--- config.mk ---
export PLATFORM = sky130hd
export DESIGN_NAME = bkup_src_ctrl
export DESIGN_NICKNAME = d
export VERILOG_FILES = /design/src/rtl/bkup_src_pkg.sv /design/src/rtl/bkup_iso_detect.sv /design/src/rtl/bkup_iso_latch.sv /design/src/rtl/bkup_src_pick.sv /design/src/rtl/bkup_src_ctrl.sv
export SDC_FILE = /design/constraint.sdc
export NUM_CORES = 1
export LEC_CHECK = 0
export BUFFER_PORTS_ARGS = -buffer_cell sky130_fd_sc_hd__clkbuf_2
export CAP_MARGIN = 10
export CORE_AREA = 4 4 70 56
export CTS_CLUSTER_DIAMETER = 120
export CTS_CLUSTER_SIZE = 10
export DETAILED_ROUTE_END_ITERATION = 12
export DIE_AREA = 0 0 74 60
export GPL_TIMING_DRIVEN = 0
export MAX_ROUTING_LAYER = met4
export REMOVE_ABC_BUFFERS = 1
export SYNTH_ARGS = -nofsm -noshare
export SYNTH_HDL_FRONTEND = slang
export SYNTH_HIERARCHICAL = 1
export SYNTH_SLANG_ARGS = --single-unit
--- constraint.sdc ---
create_clock -name clk -period 3.5 [get_ports clk]
set_input_delay 0.7 -clock clk [delete_from_list [all_inputs] [get_ports clk]]
set_output_delay 0.7 -clock clk [all_outputs]
set_load 0.005 [all_outputs]
--- src/rtl/bkup_src_pkg.sv ---
package bkup_src_pkg;
  localparam int SRC_W    = 4;
  localparam int SRC_MAIN = 0;
  localparam int SRC_B1   = 1;
  localparam int SRC_B2   = 2;
  localparam int SRC_NONE = 3;

  typedef enum logic [1:0] {
    DET_IDLE  = 2'd0,
    DET_ARMED = 2'd1,
    DET_SPENT = 2'd2
  } det_state_t;

  function automatic logic [SRC_W-1:0] src_onehot(input int idx);
    logic [SRC_W-1:0] v;
    v = '0;
    v[idx] = 1'b1;
    return v;
  endfunction
endpackage

--- src/rtl/bkup_iso_detect.sv ---
module bkup_iso_detect #(
  parameter int MID_CYCLES = 140
) (
  input  logic clk,
  input  logic rst,
  input  logic below_pf,
  input  logic below_so,
  input  logic ce_low,
  input  logic ce_mid,
  output logic iso_req
);
  import bkup_src_pkg::*;

  localparam int CNT_W = $clog2(MID_CYCLES + 1);
  localparam logic [CNT_W-1:0] CNT_MAX = CNT_W'(MID_CYCLES);

  det_state_t       st_q;
  logic [CNT_W-1:0] run_q;
  logic             run_ok_q;
  logic             pf_q, so_q;
  logic             pf_rise, so_rise, ce_high;
  logic             run_hits;

  assign pf_rise  = below_pf && !pf_q;
  assign so_rise  = below_so && !so_q;
  assign ce_high  = !ce_low && !ce_mid;
  assign run_hits = (32'(run_q) + 32'd1) >= 32'(MID_CYCLES);

  assign iso_req = so_rise && (st_q == DET_ARMED) && ce_low && run_ok_q;

  always_ff @(posedge clk) begin
    if (rst) begin
      pf_q     <= 1'b0;
      so_q     <= 1'b0;
      st_q     <= DET_IDLE;
      run_q    <= '0;
      run_ok_q <= 1'b0;
    end else begin
      pf_q <= below_pf;
      so_q <= below_so;
      if (!below_pf) begin
        st_q     <= DET_IDLE;
        run_q    <= '0;
        run_ok_q <= 1'b0;
      end else if (pf_rise) begin
        st_q     <= ce_low ? DET_ARMED : DET_SPENT;
        run_q    <= '0;
        run_ok_q <= 1'b0;
      end else if (st_q == DET_ARMED) begin
        if (so_rise || ce_high) begin
          st_q <= DET_SPENT;
        end else if (ce_mid) begin
          if (run_q != CNT_MAX) run_q <= run_q + 1'b1;
          if (run_hits) run_ok_q <= 1'b1;
        end else begin
          run_q <= '0;
        end
      end
    end
  end
endmodule

--- src/rtl/bkup_iso_latch.sv ---
module bkup_iso_latch (
  input  logic clk,
  input  logic rst,
  input  logic below_pf,
  input  logic bat_insert,
  input  logic iso_req,
  output logic iso_next,
  output logic iso_q
);
  assign iso_next = below_pf && (iso_q || bat_insert || iso_req);

  always_ff @(posedge clk) begin
    if (rst) iso_q <= 1'b0;
    else     iso_q <= iso_next;
  end
endmodule

--- src/rtl/bkup_src_pick.sv ---
module bkup_src_pick (
  input  logic                           clk,
  input  logic                           rst,
  input  logic                           below_so,
  input  logic                           bat1_present,
  input  logic                           bat2_present,
  input  logic                           bat1_ok,
  input  logic                           iso_next,
  output logic [bkup_src_pkg::SRC_W-1:0] sel_q
);
  import bkup_src_pkg::*;

  logic             fell_q;
  logic             b1_usable, use_b1;
  logic [SRC_W-1:0] sel_d;

  assign b1_usable = bat1_present && bat1_ok;
  assign use_b1    = b1_usable && !fell_q;

  always_comb begin
    if (!below_so)         sel_d = src_onehot(SRC_MAIN);
    else if (iso_next)     sel_d = src_onehot(SRC_NONE);
    else if (use_b1)       sel_d = src_onehot(SRC_B1);
    else if (bat2_present) sel_d = src_onehot(SRC_B2);
    else                   sel_d = src_onehot(SRC_NONE);
  end

  always_ff @(posedge clk) begin
    if (rst) begin
      sel_q  <= src_onehot(SRC_MAIN);
      fell_q <= 1'b0;
    end else begin
      sel_q  <= sel_d;
      fell_q <= below_so && (fell_q || !b1_usable);
    end
  end
endmodule

--- src/rtl/bkup_src_ctrl.sv ---
module bkup_src_ctrl #(
  parameter int MID_CYCLES = 140
) (
  input  logic       clk,
  input  logic       rst,
  input  logic       below_so,
  input  logic       below_pf,
  input  logic       bat1_present,
  input  logic       bat2_present,
  input  logic       bat1_ok,
  input  logic       bat_insert,
  input  logic       ce_low,
  input  logic       ce_mid,
  output logic [3:0] src_sel,
  output logic       isolated
);
  logic iso_req, iso_next;

  bkup_iso_detect #(.MID_CYCLES(MID_CYCLES)) u_det (
    .clk(clk), .rst(rst), .below_pf(below_pf), .below_so(below_so),
    .ce_low(ce_low), .ce_mid(ce_mid), .iso_req(iso_req)
  );

  bkup_iso_latch u_lat (
    .clk(clk), .rst(rst), .below_pf(below_pf), .bat_insert(bat_insert),
    .iso_req(iso_req), .iso_next(iso_next), .iso_q(isolated)
  );

  bkup_src_pick u_pick (
    .clk(clk), .rst(rst), .below_so(below_so), .bat1_present(bat1_present),
    .bat2_present(bat2_present), .bat1_ok(bat1_ok), .iso_next(iso_next),
    .sel_q(src_sel)
  );
endmodule

### After elaboration in Yosys (flattened, before gate mapping)

Cells that the tools add are included.

* add/sub/neg operators: 2
* order comparisons: 1
* eq/ne operators: 3
* mux-type cells: 9
* bitwise logic cells: 3
* reduce and logical (&&, ||, !) cells: 30

Operators by type and width (count)
* 32-bit by 8-bit >= comparator with 1-bit output (second input constant): 1
* 8-bit two-way mux: 2
* 4-bit two-way mux: 3
* 1-bit logical AND: 10
* 8-bit by 1-bit adder with 9-bit output (second input constant): 1
* 8-bit by 1-bit adder with 8-bit output (second input constant): 1
* 2-bit two-way mux: 4
* 8-bit inequality test (second input constant): 1
* 1-bit logical NOT: 6
* 3-bit OR reduction: 2
* 1-bit logical OR: 4
* 4-bit AND reduction: 1
* 2-bit nonzero test: 2
* 2-bit OR reduction: 2
* 4-bit OR reduction: 1
* 1-bit NOT: 3
* 3-bit AND reduction: 1
* 2-bit by 1-bit equality test with 1-bit output (second input constant): 1
* 2-bit by 1-bit inequality test with 1-bit output (second input constant): 1
* 2-bit AND reduction: 1

* flip-flop bits (word level): 19

### Logic depth before layout (Yosys ltp)

* depth in word-level cells: 8
* mapped depth: 8

### Cells and area by module

The synthesis kept the hierarchy.

By module, submodules not included
* bkup_iso_detect: instances 1, cells an instance 102, area each 828.3 µm², sequential area each 260.2 µm²
* bkup_src_pick: instances 1, cells an instance 13, area each 170.2 µm², sequential area each 100.1 µm²
* bkup_iso_latch: instances 1, cells an instance 3, area each 42.5 µm², sequential area each 20.0 µm²

### Worst setup path after synthesis

OpenSTA, ideal clock, no wires.

* path kind: input port to flip-flop
* from: input ce_mid
* to: register u_det.run_q[3]
* setup time: 0.117 ns
* arrival: 1.787 ns
* data required time: 3.383 ns
* slack: 1.596 ns
* stages: 6
* buffers on the path: 2
* cell sequence: nand3_1 > or4_4 > buf_6 > and3_4 > buf_6 > a32o_1

* longest elaborated chain between the ends: 5
* elaborated cells on any way between the ends: 7
* classes of those cells: 1 x eq/ne; 1 x mux; 1 x bitwise; 4 x reduce/logical

Ends and longest elaborated chain
* start, declared: line bkup_src_ctrl.sv:13 `input logic ce_mid,`
* 1-bit logical NOT: line bkup_iso_detect.sv:26 `assign ce_high = !ce_low && !ce_mid;`
* 1-bit logical AND: line bkup_iso_detect.sv:26
* 1-bit logical OR: line bkup_iso_detect.sv:50 `if (so_rise || ce_high) begin`
* 1-bit NOT (no source line)
* 3-bit AND reduction (no source line)
* end signal, assigned: line bkup_iso_detect.sv:53 `if (run_q != CNT_MAX) run_q <= run_q + 1'b1;`
* end, declared: line bkup_iso_detect.sv:18 `logic [CNT_W-1:0] run_q;`

Parallel ways exist; a longest one is shown, timed or not.
A chain may end at the register's enable or synchronous reset.

### Worst setup path in the final report

* from: input ce_mid
* to: register u_det.run_q[5]

The elaborated chain is that of the path after synthesis.

==> results_dict.tcl <==
set metrics [dict create \
    hp-start "u_det/st_q[0]" \
    start_util_pct 32.3 \
    min_path_cells 2 \
    dr.pass1.iters 4 \
    seq_area_frac_synth_pct 36.5 \
    die_x_um 74 \
    fmax_mhz 545 \
    cp-end-kind "flop" \
    grt_max_degree 13 \
    synth_ff_type "dfxtp_1" \
    post_cts_buffers 0 \
    synth_cell_type_count 39 \
    drive_gt1_share_pct 18.8 \
    p_switching_uw 87.2 \
    drt_first_iter_violations 63 \
    final_nets 141 \
    clock_sinks 19 \
    seq_power_share_pct 55.5 \
    ys.warnings.count 6 \
    ys_ff_latch 19 \
    cts_buffer_depth 2 \
    cap_violations 0 \
    io_buffers 14 \
    finalMaxSlewViolations 0 \
    synth_compound_area_share_pct 17.9 \
    yosys.area_share.xor_xnor_pct 0.841 \
    synth_mux_area_share_pct 0 \
    async_reset_ff_share_pct 0 \
    syn_area_per_cell_sq_um 8.82 \
    p_per_area_nw_per_um2 349 \
    antenna_found_initial 0 \
    min_to "u_det/st_q[0]" \
    leakagePower_nw 0.392 \
    postCtsResizedCells 0 \
    preCtsSetupSlack_ns 1.41 \
    skew_ns 0.00469 \
    clk_pin_slew_ns 0.07 \
    clkPwrFrac_pct 36.5 \
    clk_latency_ns 0.25 \
    wl_um 2210 \
    setup_tns_ns 0 \
    p_comb_share_pct 8.0 \
    period_share_pct 52.4 \
    syn_inst 118 \
    worst_ep_arrival_time_ns 1.98 \
    hold_ws_ns 0.554 \
    core_area_sq_um 3220 \
    r2r_slack_ns 1.70 \
    final.setup.worst_slack_ns 1.67 \
    overflow 0 \
    area_growth_pct 10.7 \
    cp_max_fo 12 \
    ant_nets 0 \
    fin_crit_ns 1.83 \
    root_buffer "clkbuf_8" \
    gp_congestion 0.873 \
    start_kind "input pin" \
    std_cell_rows 18 \
    reg2reg_to "u_det/run_q[5]" \
    setup_viol 0 \
    htreeDepth 1 \
    synth_top_family_by_area "simple AND/OR/NAND/NOR gates" \
    r2r_start "u_det/run_q[3]" \
    synth-simple-area-share_pct 35.2 \
    numCtsBuffers 3 \
    tightestPinTransition_ns 0.542 \
    worstPathRequired_ns 3.64 \
    grt_setup_unrepaired "no" \
    antenna-diode-count 0 \
    dp_hpwl_um 1690 \
    via_per_inst 5.56 \
    synth_edf_count 0 \
    synth_adder_area_share_pct 2.40 \
    boundaryPins 15 \
    die_h_um 60 \
    switching_share_pct 21.7 \
    crit_path_start "ce_mid" \
    max_slew_margin_pct 63.7 \
    wl_per_cell_um 13.1 \
    syn_area_sq_um 1040 \
    grt_pass1_wl_um 3910 \
    finalHoldViolations 0 \
    r2r_cells 4 \
    vias 934 \
    cts_tree "done" \
    drcViolationCount 0 \
    status "finished, final reports clean" \
    path_class "in2reg" \
    internal_power_uw 315 \
    dieArea_sq_um 4440 \
    grt_usage_pct 11.5 \
    hold_buffers 0 \
    peakVddDrop_v 0.000187 \
    hold_class "reg2reg" \
    grt_pass1_vias 929 \
]
-- worst max-delay path: stages --
cell      delay, ns
clkbuf_2       0.21
nand3_1        0.13
or4_4          0.49
and3_4         0.23
a32o_1         0.22
-- sequential cells by signal, summed over array words and instances, names as in the netlist --
register        cells
u_det/run_q         8
u_pick/sel_q        4
u_det/st_q          2
u_det/pf_q          1
u_det/run_ok_q      1
u_det/so_q          1
u_lat/iso_q         1
u_pick/fell_q       1
-- cells in the final DEF (no fill, tap or decap), drive strengths merged, types with 2 or more instances in the layout --
master,count
nand2b,4
nor3,9
clkbuf,17
nor2,2
o21ai,9
nand3,8
ha,2
and3,2
nand4,4
nand2,6
nor4,5
nor2b,6
or4,2
a32o,6
a21oi,3
o211ai,2
dfxtp,19
inv,5
nand3b,3
-- metal layers --
| metal | global-route usage, % | wire (um) | vias up |
|---|---|---|---|
| li1 | - | - | 467 |
| met1 | 12.9 | 1020 | 440 |
| met2 | 18.4 | 1030 | 21 |
| met3 | 2.52 | 89 | 6 |
| met4 | 7.49 | 59 | 0 |
| met5 | - | 0 | - |
-- worst max path at each step --
stage	end	slack, ns	cells after the start
3_3_place_gp	u_det/run_q[7]	1.42	5
4_1_cts	u_det/run_q[5]	1.69	5
2_1_floorplan	u_det/run_q[2]	1.70	4
5_1_grt	u_det/run_q[7]	1.61	4
3_5_place_dp	u_det/run_q[5]	1.41	5
6_report	u_det/run_q[5]	1.67	5
-- cells by family after synthesis --
| family | count (synthesis) |
|---|---|
| AOI/OAI and AO/OA | 26 |
| xor gates and xnor gates | 1 |
| adders and majority gates | 2 |
| buffers and inverters | 13 |
| DFF | 19 |
| and+or+nand+nor | 57 |
-- cell type report --
class | count | area [sq um]
clock buffers | 3 | 41.3
clock inverters | 1 | 5.00
repair buffers | 14 | 70.1
multi-input cells | 86 | 587
fillers | 325 | 2070
flip-flops and latches | 19 | 380
inverters | 5 | 18.8
well taps | 40 | 50.0
-- power groups by stage --
| stage | Clock, mW | Sequential [mW] | Combinational [mW] |
|---|---|---|---|
| 3_3_place_gp | 0 | 0.228 | 0.0314 |
| 6_report | 0.147 | 0.223 | 0.0321 |
| 3_5_place_dp | 0 | 0.228 | 0.0322 |
| 2_1_floorplan | 0 | 0.228 | 0.0177 |
| 5_1_grt | 0.164 | 0.224 | 0.0361 |
| 4_1_cts | 0.154 | 0.223 | 0.0324 |
-- Yosys cell counts (all sizes together) (2+ instances only) --
master / instances / share of area (%)
nor2b: 6 / 4.3
inv: 5 / 1.8
o211ai: 2 / 1.4
nand4: 4 / 2.4
ha: 2 / 2.4
o21ai: 9 / 4.3
nand3: 8 / 3.8
clkbuf: 3 / 1.1
nand3b: 3 / 2.2
nor2: 2 / 0.72
buf: 5 / 4.2
nand2b: 4 / 3.1
or4: 2 / 1.8
nand2: 6 / 2.2
dfxtp: 19 / 37
nor4: 5 / 3.0
a32o: 6 / 5.8
a21oi: 3 / 1.4
nor3: 9 / 5.3
and3: 2 / 1.7
-- per-stage QoR --
stage / instance area (sq um) / instances / total power, mW / util (%)
after global routing: 1150 / 168 / 0.424 / 35.8
final: 1150 / 168 / 0.402 / 35.8
after CTS: 1150 / 168 / 0.410 / 35.8
after detailed placement: 1110 / 164 / 0.261 / 34.3
after floorplan: 986 / 110 / 0.246 / -
after global placement: 1110 / 164 / 0.260 / 34.3
Note: power is estimated with default switching activity, not from simulation.
